File: config.mk
export PLATFORM = sky130hd
export DESIGN_NAME = tseq_top
export DESIGN_NICKNAME = d
export VERILOG_FILES = /design/src/rtl/tseq_pkg.sv /design/src/rtl/tseq_pp_rights.sv /design/src/rtl/tseq_syndrome.sv /design/src/rtl/tseq_top.sv
export SDC_FILE = /design/constraint.sdc
export NUM_CORES = 1
export LEC_CHECK = 0
export BUFFER_PORTS_ARGS = -buffer_cell sky130_fd_sc_hd__buf_2
export CAP_MARGIN = 0
export CORE_AREA = 2 2 325 327
export CTS_BUF_LIST = sky130_fd_sc_hd__clkbuf_8
export DETAILED_ROUTE_END_ITERATION = 10
export DIE_AREA = 0 0 327 329
export PLACE_DENSITY_LB_ADDON = 0.05
export SLEW_MARGIN = 20
export SYNTH_ARGS = -nofsm -noshare
export SYNTH_HDL_FRONTEND = slang
export SYNTH_SLANG_ARGS = --single-unit
File: constraint.sdc
create_clock -name clk -period 3.9 [get_ports clk]
set_input_delay 0.78 -clock clk [delete_from_list [all_inputs] [get_ports clk]]
set_output_delay 0.78 -clock clk [all_outputs]
set_load 0.01 [all_outputs]
File: src/rtl/tseq_pkg.sv
package tseq_pkg;
  localparam logic [1:0] KIND_LOAD  = 2'd0;
  localparam logic [1:0] KIND_STORE = 2'd1;
  localparam logic [1:0] KIND_FETCH = 2'd2;

  localparam logic [1:0] OP_INT   = 2'd0;
  localparam logic [1:0] OP_FP    = 2'd1;
  localparam logic [1:0] OP_RSV   = 2'd2;
  localparam logic [1:0] OP_CACHE = 2'd3;

  localparam logic [1:0] EXC_ISI   = 2'd0;
  localparam logic [1:0] EXC_DSI   = 2'd1;
  localparam logic [1:0] EXC_ALIGN = 2'd2;

  localparam logic [31:0] CODE_NOTFOUND = 32'h4000_0000;
  localparam logic [31:0] CODE_RIGHTS   = 32'h0800_0000;
  localparam logic [31:0] CODE_NOEXEC   = 32'h1000_0000;
  localparam logic [31:0] SYN_RESERVED  = 32'h0400_0000;
  localparam logic [31:0] SYN_STORE     = 32'h0200_0000;
  localparam logic [31:0] ALIGN_FP_CODE = 32'h0000_0001;

  typedef enum logic [1:0] {
    F_NOTFOUND = 2'd0,
    F_RIGHTS   = 2'd1,
    F_NOEXEC   = 2'd2,
    F_DSTORE   = 2'd3
  } fault_e;

  typedef enum logic [2:0] {
    S_IDLE  = 3'd0,
    S_DISP  = 3'd1,
    S_BLKW  = 3'd2,
    S_SEG   = 3'd3,
    S_WALKW = 3'd4
  } state_e;
endpackage

File: src/rtl/tseq_pp_rights.sv
module tseq_pp_rights (
  input  logic       key,
  input  logic [1:0] pp,
  input  logic       noexec,
  output logic [2:0] rights
);
  logic rd, wr;

  always_comb begin
    if (!key) begin
      rd = 1'b1;
      wr = (pp != 2'd3);
    end else begin
      rd = (pp != 2'd0);
      wr = (pp == 2'd2);
    end
    rights = {rd & ~noexec, wr, rd};
  end
endmodule

File: src/rtl/tseq_syndrome.sv
module tseq_syndrome
  import tseq_pkg::*;
(
  input  fault_e      fault,
  input  logic [1:0]  kind,
  input  logic [1:0]  op,
  output logic [1:0]  cls,
  output logic [31:0] code,
  output logic [31:0] dsisr
);
  logic [31:0] st_bit;

  always_comb begin
    st_bit = (kind == KIND_STORE) ? SYN_STORE : 32'h0;
    cls    = EXC_DSI;
    code   = 32'h0;
    dsisr  = 32'h0;
    if (kind == KIND_FETCH) begin
      cls = EXC_ISI;
      unique case (fault)
        F_NOTFOUND: code = CODE_NOTFOUND;
        F_RIGHTS:   code = CODE_RIGHTS;
        default:    code = CODE_NOEXEC;
      endcase
    end else begin
      unique case (fault)
        F_NOTFOUND: dsisr = CODE_NOTFOUND | st_bit;
        F_RIGHTS:   dsisr = CODE_RIGHTS | st_bit;
        F_DSTORE: begin
          if (op == OP_FP) begin
            cls  = EXC_ALIGN;
            code = ALIGN_FP_CODE;
          end else begin
            dsisr = SYN_RESERVED | st_bit;
          end
        end
        default: dsisr = 32'h0;
      endcase
    end
  end
endmodule

File: src/rtl/tseq_top.sv
module tseq_top
  import tseq_pkg::*;
#(
  parameter int          AW          = 32,
  parameter int          PAGE_BITS   = 12,
  parameter int          NSEG        = 16,
  parameter int          SEG_W       = 32,
  parameter int          VSID_W      = 24,
  parameter logic [8:0]  FORCED_UNIT = 9'h07F
) (
  input  logic                     clk,
  input  logic                     rst_n,
  input  logic                     req_valid,
  output logic                     req_ready,
  input  logic [AW-1:0]            req_ea,
  input  logic [1:0]               req_kind,
  input  logic [1:0]               req_op,
  input  logic                     msr_ir,
  input  logic                     msr_dr,
  input  logic                     msr_pr,
  input  logic [NSEG*SEG_W-1:0]    seg_regs,
  output logic                     blk_req,
  output logic [AW-1:0]            blk_ea,
  output logic [1:0]               blk_kind,
  input  logic                     blk_done,
  input  logic                     blk_hit,
  input  logic [AW-1:0]            blk_raddr,
  input  logic [2:0]               blk_rights,
  output logic                     walk_req,
  output logic [VSID_W-1:0]        walk_vsid,
  output logic [AW-1:0]            walk_ea,
  input  logic                     walk_done,
  input  logic                     walk_found,
  input  logic [1:0]               walk_pp,
  input  logic [AW-PAGE_BITS-1:0]  walk_rpn,
  output logic                     res_valid,
  output logic [AW-1:0]            res_raddr,
  output logic [2:0]               res_rights,
  output logic                     exc_valid,
  output logic [1:0]               exc_class,
  output logic [31:0]              exc_code,
  output logic [31:0]              exc_dsisr,
  output logic [31:0]              exc_dar
);
  localparam int SEL_W = $clog2(NSEG);
  localparam int SEG_OFF_W = AW - SEL_W;
  localparam logic [AW-1:0] PAGE_MASK = {{(AW-PAGE_BITS){1'b1}}, {PAGE_BITS{1'b0}}};

  state_e            state, state_nx;
  logic [AW-1:0]     ea_q;
  logic [1:0]        kind_q, op_q;
  logic              ir_q, dr_q, pr_q, key_q, nx_q;
  logic              real_mode, need_ok_blk, need_ok_walk;
  logic [SEG_W-1:0]  sr;
  logic              sr_t, sr_ks, sr_kp, sr_nx, seg_key, launch;
  logic [8:0]        sr_unit;
  logic [2:0]        walk_rights, need_mask;
  logic              fin_res, fin_exc;
  logic [AW-1:0]     fin_raddr;
  logic [2:0]        fin_rights;
  fault_e            fin_fault;
  logic [1:0]        syn_cls;
  logic [31:0]       syn_code, syn_dsisr;

  assign req_ready = (state == S_IDLE);
  assign blk_ea    = ea_q;
  assign blk_kind  = kind_q;
  assign walk_ea   = ea_q;
  assign real_mode = (kind_q == KIND_FETCH) ? !ir_q : !dr_q;
  assign need_mask = (kind_q == KIND_FETCH) ? 3'b100 :
                     (kind_q == KIND_STORE) ? 3'b010 : 3'b001;

  // segment decode
  assign sr      = seg_regs[ea_q[AW-1 -: SEL_W]*SEG_W +: SEG_W];
  assign sr_t    = sr[31];
  assign sr_ks   = sr[30];
  assign sr_kp   = sr[29];
  assign sr_nx   = sr[28];
  assign sr_unit = sr[28:20];
  assign seg_key = (sr_kp & pr_q) | (sr_ks & ~pr_q);
  assign walk_vsid = sr[VSID_W-1:0];

  tseq_pp_rights u_rights (
    .key(key_q), .pp(walk_pp), .noexec(nx_q), .rights(walk_rights)
  );
  assign need_ok_blk  = |(blk_rights & need_mask);
  assign need_ok_walk = |(walk_rights & need_mask);

  tseq_syndrome u_syn (
    .fault(fin_fault), .kind(kind_q), .op(op_q),
    .cls(syn_cls), .code(syn_code), .dsisr(syn_dsisr)
  );

  // next-state and completion selection
  always_comb begin
    state_nx   = state;
    fin_res    = 1'b0;
    fin_exc    = 1'b0;
    fin_raddr  = ea_q & PAGE_MASK;
    fin_rights = 3'b000;
    fin_fault  = F_RIGHTS;
    blk_req    = 1'b0;
    launch     = 1'b0;
    unique case (state)
      S_IDLE: if (req_valid) state_nx = S_DISP;
      S_DISP: begin
        if (real_mode) begin
          fin_res = 1'b1; fin_rights = 3'b111; state_nx = S_IDLE;
        end else begin
          blk_req = 1'b1; state_nx = S_BLKW;
        end
      end
      S_BLKW: if (blk_done) begin
        if (!blk_hit) state_nx = S_SEG;
        else begin
          state_nx   = S_IDLE;
          fin_res    = need_ok_blk;
          fin_exc    = !need_ok_blk;
          fin_raddr  = blk_raddr & PAGE_MASK;
          fin_rights = blk_rights;
        end
      end
      S_SEG: begin
        state_nx = S_IDLE;
        if (sr_t) begin
          if (sr_unit == FORCED_UNIT) begin
            fin_res    = 1'b1;
            fin_rights = 3'b111;
            fin_raddr  = {sr[SEL_W-1:0], ea_q[SEG_OFF_W-1:PAGE_BITS], {PAGE_BITS{1'b0}}};
          end else if (kind_q == KIND_FETCH || op_q == OP_FP || op_q == OP_RSV) begin
            fin_exc = 1'b1; fin_fault = F_DSTORE;
          end else if (op_q == OP_CACHE) begin
            fin_res = 1'b1;
          end else begin
            fin_res    = (kind_q == KIND_STORE) ? seg_key : !seg_key;
            fin_exc    = !fin_res;
            fin_rights = 3'b011;
          end
        end else if (sr_nx && kind_q == KIND_FETCH) begin
          fin_exc = 1'b1; fin_fault = F_NOEXEC;
        end else begin
          launch = 1'b1; state_nx = S_WALKW;
        end
      end
      S_WALKW: if (walk_done) begin
        state_nx   = S_IDLE;
        fin_raddr  = {walk_rpn, {PAGE_BITS{1'b0}}};
        fin_rights = walk_rights;
        fin_res    = walk_found && need_ok_walk;
        fin_exc    = !fin_res;
        fin_fault  = walk_found ? F_RIGHTS : F_NOTFOUND;
      end
      default: state_nx = S_IDLE;
    endcase
  end
  assign walk_req = launch;

  // registers
  always_ff @(posedge clk or negedge rst_n) begin
    if (!rst_n) begin
      state <= S_IDLE;
      ea_q <= '0; kind_q <= '0; op_q <= '0;
      ir_q <= 1'b0; dr_q <= 1'b0; pr_q <= 1'b0; key_q <= 1'b0; nx_q <= 1'b0;
      res_valid <= 1'b0; res_raddr <= '0; res_rights <= '0;
      exc_valid <= 1'b0; exc_class <= '0; exc_code <= '0;
      exc_dsisr <= '0; exc_dar <= '0;
    end else begin
      state     <= state_nx;
      res_valid <= fin_res;
      exc_valid <= fin_exc;
      if (state == S_IDLE && req_valid) begin
        ea_q <= req_ea; kind_q <= req_kind; op_q <= req_op;
        ir_q <= msr_ir; dr_q <= msr_dr; pr_q <= msr_pr;
      end
      if (launch) begin
        key_q <= seg_key;
        nx_q  <= sr_nx;
      end
      if (fin_res) begin
        res_raddr  <= fin_raddr;
        res_rights <= fin_rights;
      end
      if (fin_exc) begin
        exc_class <= syn_cls;
        exc_code  <= syn_code;
        exc_dsisr <= syn_dsisr;
        exc_dar   <= (syn_cls == EXC_ISI) ? 32'h0 : ea_q;
      end
    end
  end


  one_outcome_chk: assert property (@(posedge clk) disable iff (!rst_n)
    !(res_valid && exc_valid));

  busy_before_done_chk: assert property (@(posedge clk) disable iff (!rst_n)
    (req_valid && req_ready) |=> !req_ready && !res_valid && !exc_valid);

  blk_hit_ends_chk: assert property (@(posedge clk) disable iff (!rst_n)
    (state == S_BLKW && blk_done && blk_hit) |=> (res_valid || exc_valid) && !walk_req);

  realmode_rights_chk: assert property (@(posedge clk) disable iff (!rst_n)
    (state == S_DISP && real_mode) |=> res_valid && res_rights == 3'b111);

  data_dar_chk: assert property (@(posedge clk) disable iff (!rst_n)
    (exc_valid && exc_class != EXC_ISI) |-> exc_dar == blk_ea);

  nx_no_walk_chk: assert property (@(posedge clk) disable iff (!rst_n)
    walk_req |-> !(blk_kind == KIND_FETCH && sr_nx));
endmodule

==> run summary <==
Yosys warnings = 0
RSZ-0062 raised after global routing = false
Area post-placement = 14900 um^2
Post-synthesis cell area = 10000 um^2
CTS tree = yes
Final setup fails = 0
Post-synth ARST share = 100%
Peak VDD IR = 203 uV
Core box area = 104000 um^2
Gate power share = 72.3%
Actual slew at the worst max-slew pin = 0.960 ns
Relative slew slack = 36.0%
Syn Area/Cell = 12.4 um^2
Net switching fraction of the power = 48.5%
Total gr overflow = 0
Routability cong. = 0.878
Leak = 7.00 nW
Mapped Cells = 807
Setup TNS = 0 ns
Number of global-route vias before repair = 10900
Std-Cell Rows = 119
CTS buffer count = 9
Most frequent cell after synthesis = buf_4
Final Instance Area = 15300 um^2
Layout cell share with drive strength beyond 1 = 69.2%
Clock root buffer = clkbuf_8
I/O pins = 843
Max Root-Sink Buffers = 2
WHS = 0.426 ns
DRC = 0
Max Freq = 271 MHz
Largest net degree at the start of global routing = 88
Area contributors post-synth = mux4_2, dfrtp_1, buf_4, mux2_2, mux2_4
Synth area leader = mux4_2
Status = finished, final reports clean
CP Capture Type = output pin
Pins Over Slew Limit = 0
Post-layout net count = 2119
Number of synthesized register bits = 110
DIE AREA = 108000 um^2
Crit share post-route = 94.8%
Initial antenna violation count = 47
Global router's overall resource usage = 13.3%
Synth cell count leaders = buf_4, mux4_2, dfrtp_1
Final worst slack = 0.204 ns
Internal = 5.76 mW
Worst path max stage delay = 0.56 ns
Post-synth top area share = 28.7%
Final wirelength = 74200 um
Worst slack, placed = -0.0725 ns
P per Cell Area = 733 nW/um^2
Clock Latency Late Sink = 0.46 ns
Number of H-tree levels = 3
Max-cap viol count = 0
Die height = 329 um
Startpoint types = register
Period minus WS final = 3.70 ns
Sequential power share = 20.1%
Net Sw Power = 5.42 mW
DR WL/cell = 25.5 um
Most used DFF post-synth = dfrtp_1
CTS clock-pin slew for the worst setup and hold paths = 0.14 ns
Part of the Yosys area used for sequential elements = 27.4%
Crit-path max FO = 23
Clock skew = 0.0294 ns
Post-synth EDFFs = 0
Arrival time worst endpoint = 2.92 ns
Starting Density = 9.62%
I/O Buffers = 762
Die width = 327 um
Crit-path cells = buf_12, mux4_2, a22o_1, a221oi_4, nand2_1, nor2_4, buf_2
DR vias/cell = 3.38
Clock sinks = 110
Netlist cell types = 67
Min-delay worst type = in -> async
Clk network pwr share = 7.6%
CP required = 3.12 ns
Final Hold Fails = 0
Pre-Repair DR Iteration Count = 5
Critical path class = reg -> out
Post-route ant nets = 0
P&R area growth vs syn = 52.1%
Via Count = 9829
First-pass GRT wire length = 97100 um
Dpl hpwl = 63800 um
Initial drt markers = 393
Crit-path slowest cell = mux4_2
==> logic make-up (layout without fill, tap and decap cells) <==
family / after synthesis / count (layout) / synth area share, %
AOI/OAI and AO/OA: 81 / 81 / 6.92
buffers and inverters: 222 / 853 / 14.6
and+or+nand+nor: 153 / 153 / 8.68
adders and majority gates: 3 / 3 / 0.374
muxes: 237 / 237 / 42.0
other: 1 / 84 / 0.0374
DFF: 110 / 110 / 27.4
==> flip-flops by register name (all words and copies together) (netlist names) <==
register / count
exc_code: 3
key_q: 1
state: 3
blk_kind: 2
res_valid: 1
ir_q: 1
exc_valid: 1
nx_q: 1
exc_dsisr: 4
pr_q: 1
res_rights: 3
exc_class: 2
res_raddr: 20
op_q: 2
blk_ea: 32
exc_dar: 32
dr_q: 1
==> worst paths after layout <==
kind                             start     endpoint  slack, ns  depth (start not counted)
max                         blk_ea[28]     walk_req       0.20                          7
min                              rst_n   blk_ea[11]       0.43                          1
max reg2reg                 blk_ea[29]  exc_dar[20]       0.41                         11
min reg2reg                exc_dar[27]  exc_dar[27]       0.52                          1
max in group asynchronous        rst_n  exc_dar[29]       2.61                          2
min in group clk           exc_dar[27]  exc_dar[27]       0.52                          1
==> power by group through the flow <==
stage	Clock [mW]	Sequential, mW	Combinational [mW]
after floorplan	0	2.29	5.13
after global placement	0	2.34	8.35
after CTS	0.937	2.32	8.48
after detailed placement	0	2.36	8.32
after global routing	0.960	2.37	8.81
final	0.845	2.25	8.09
==> cell type report <==
cell class / count / area [um^2]
Antenna cell: 16 / 40.0
Clock buffer: 9 / 124
Clock inverter: 6 / 75.1
Fill cell: 11900 / 89100
Inverter: 36 / 135
Multi-Input combinational cell: 542 / 6090
Sequential cell: 110 / 2760
Tap cell: 1391 / 1740
Timing Repair Buffer: 802 / 4300
==> stage by stage <==
step | power (mW) | util, % | cells
2_1_floorplan | 7.43 | - | 874
3_3_place_gp | 10.7 | 14.3 | 2875
3_5_place_dp | 10.7 | 14.3 | 2875
4_1_cts | 11.7 | 14.6 | 2893
5_1_grt | 12.1 | 14.6 | 2905
6_report | 11.2 | 14.6 | 2912
==> routing by layer <==
layer	track usage (%)	up-vias	routed length (um)
met5	0	-	218
met4	3.73	34	1860
met3	4.09	89	4640
met2	25.0	418	39800
met1	14.4	4947	27700
li1	-	4341	-
==> critical path: cells and delay by family, from the launching register on <==
family | cells | cell delay [ns]
AOI/OAI and AO/OA | 2 | 0.56
muxes | 1 | 0.56
DFF | 1 | 0.55
buffers and inverters | 2 | 0.42
and+or+nand+nor | 2 | 0.35
==> cells in the final DEF, fill, tap and decap left out, types with 3 or more instances in the layout <==
cell / instances
mux2_4: 33
o22ai_1: 8
buf_4: 28
buf_12: 9
nand2b_1: 6
mux4_2: 128
and3_1: 4
clkbuf_8: 9
a22oi_1: 4
nor2_1: 22
or3_1: 4
nand4_1: 4
nand2_1: 29
nor3b_1: 4
nand3_1: 4
diode_2: 16
and2_1: 4
a222oi_1: 21
nor2b_1: 37
a21oi_1: 3
nor4_1: 6
dfrtp_1: 107
a221oi_1: 5
inv_1: 35
mux2i_1: 29
conb_1: 68
mux2_2: 46
nand4b_1: 13
a221o_1: 4
nor3_1: 4
buf_2: 761
o21ai_0: 12
==> what timing repair did <==
item	CTS	global route
hold buffers	0	0
setup endpoints to repair	11	2
resized for setup	4	1
gates cloned	1	0
buffers inserted	2	3
(Power assumes the default switching activity.)
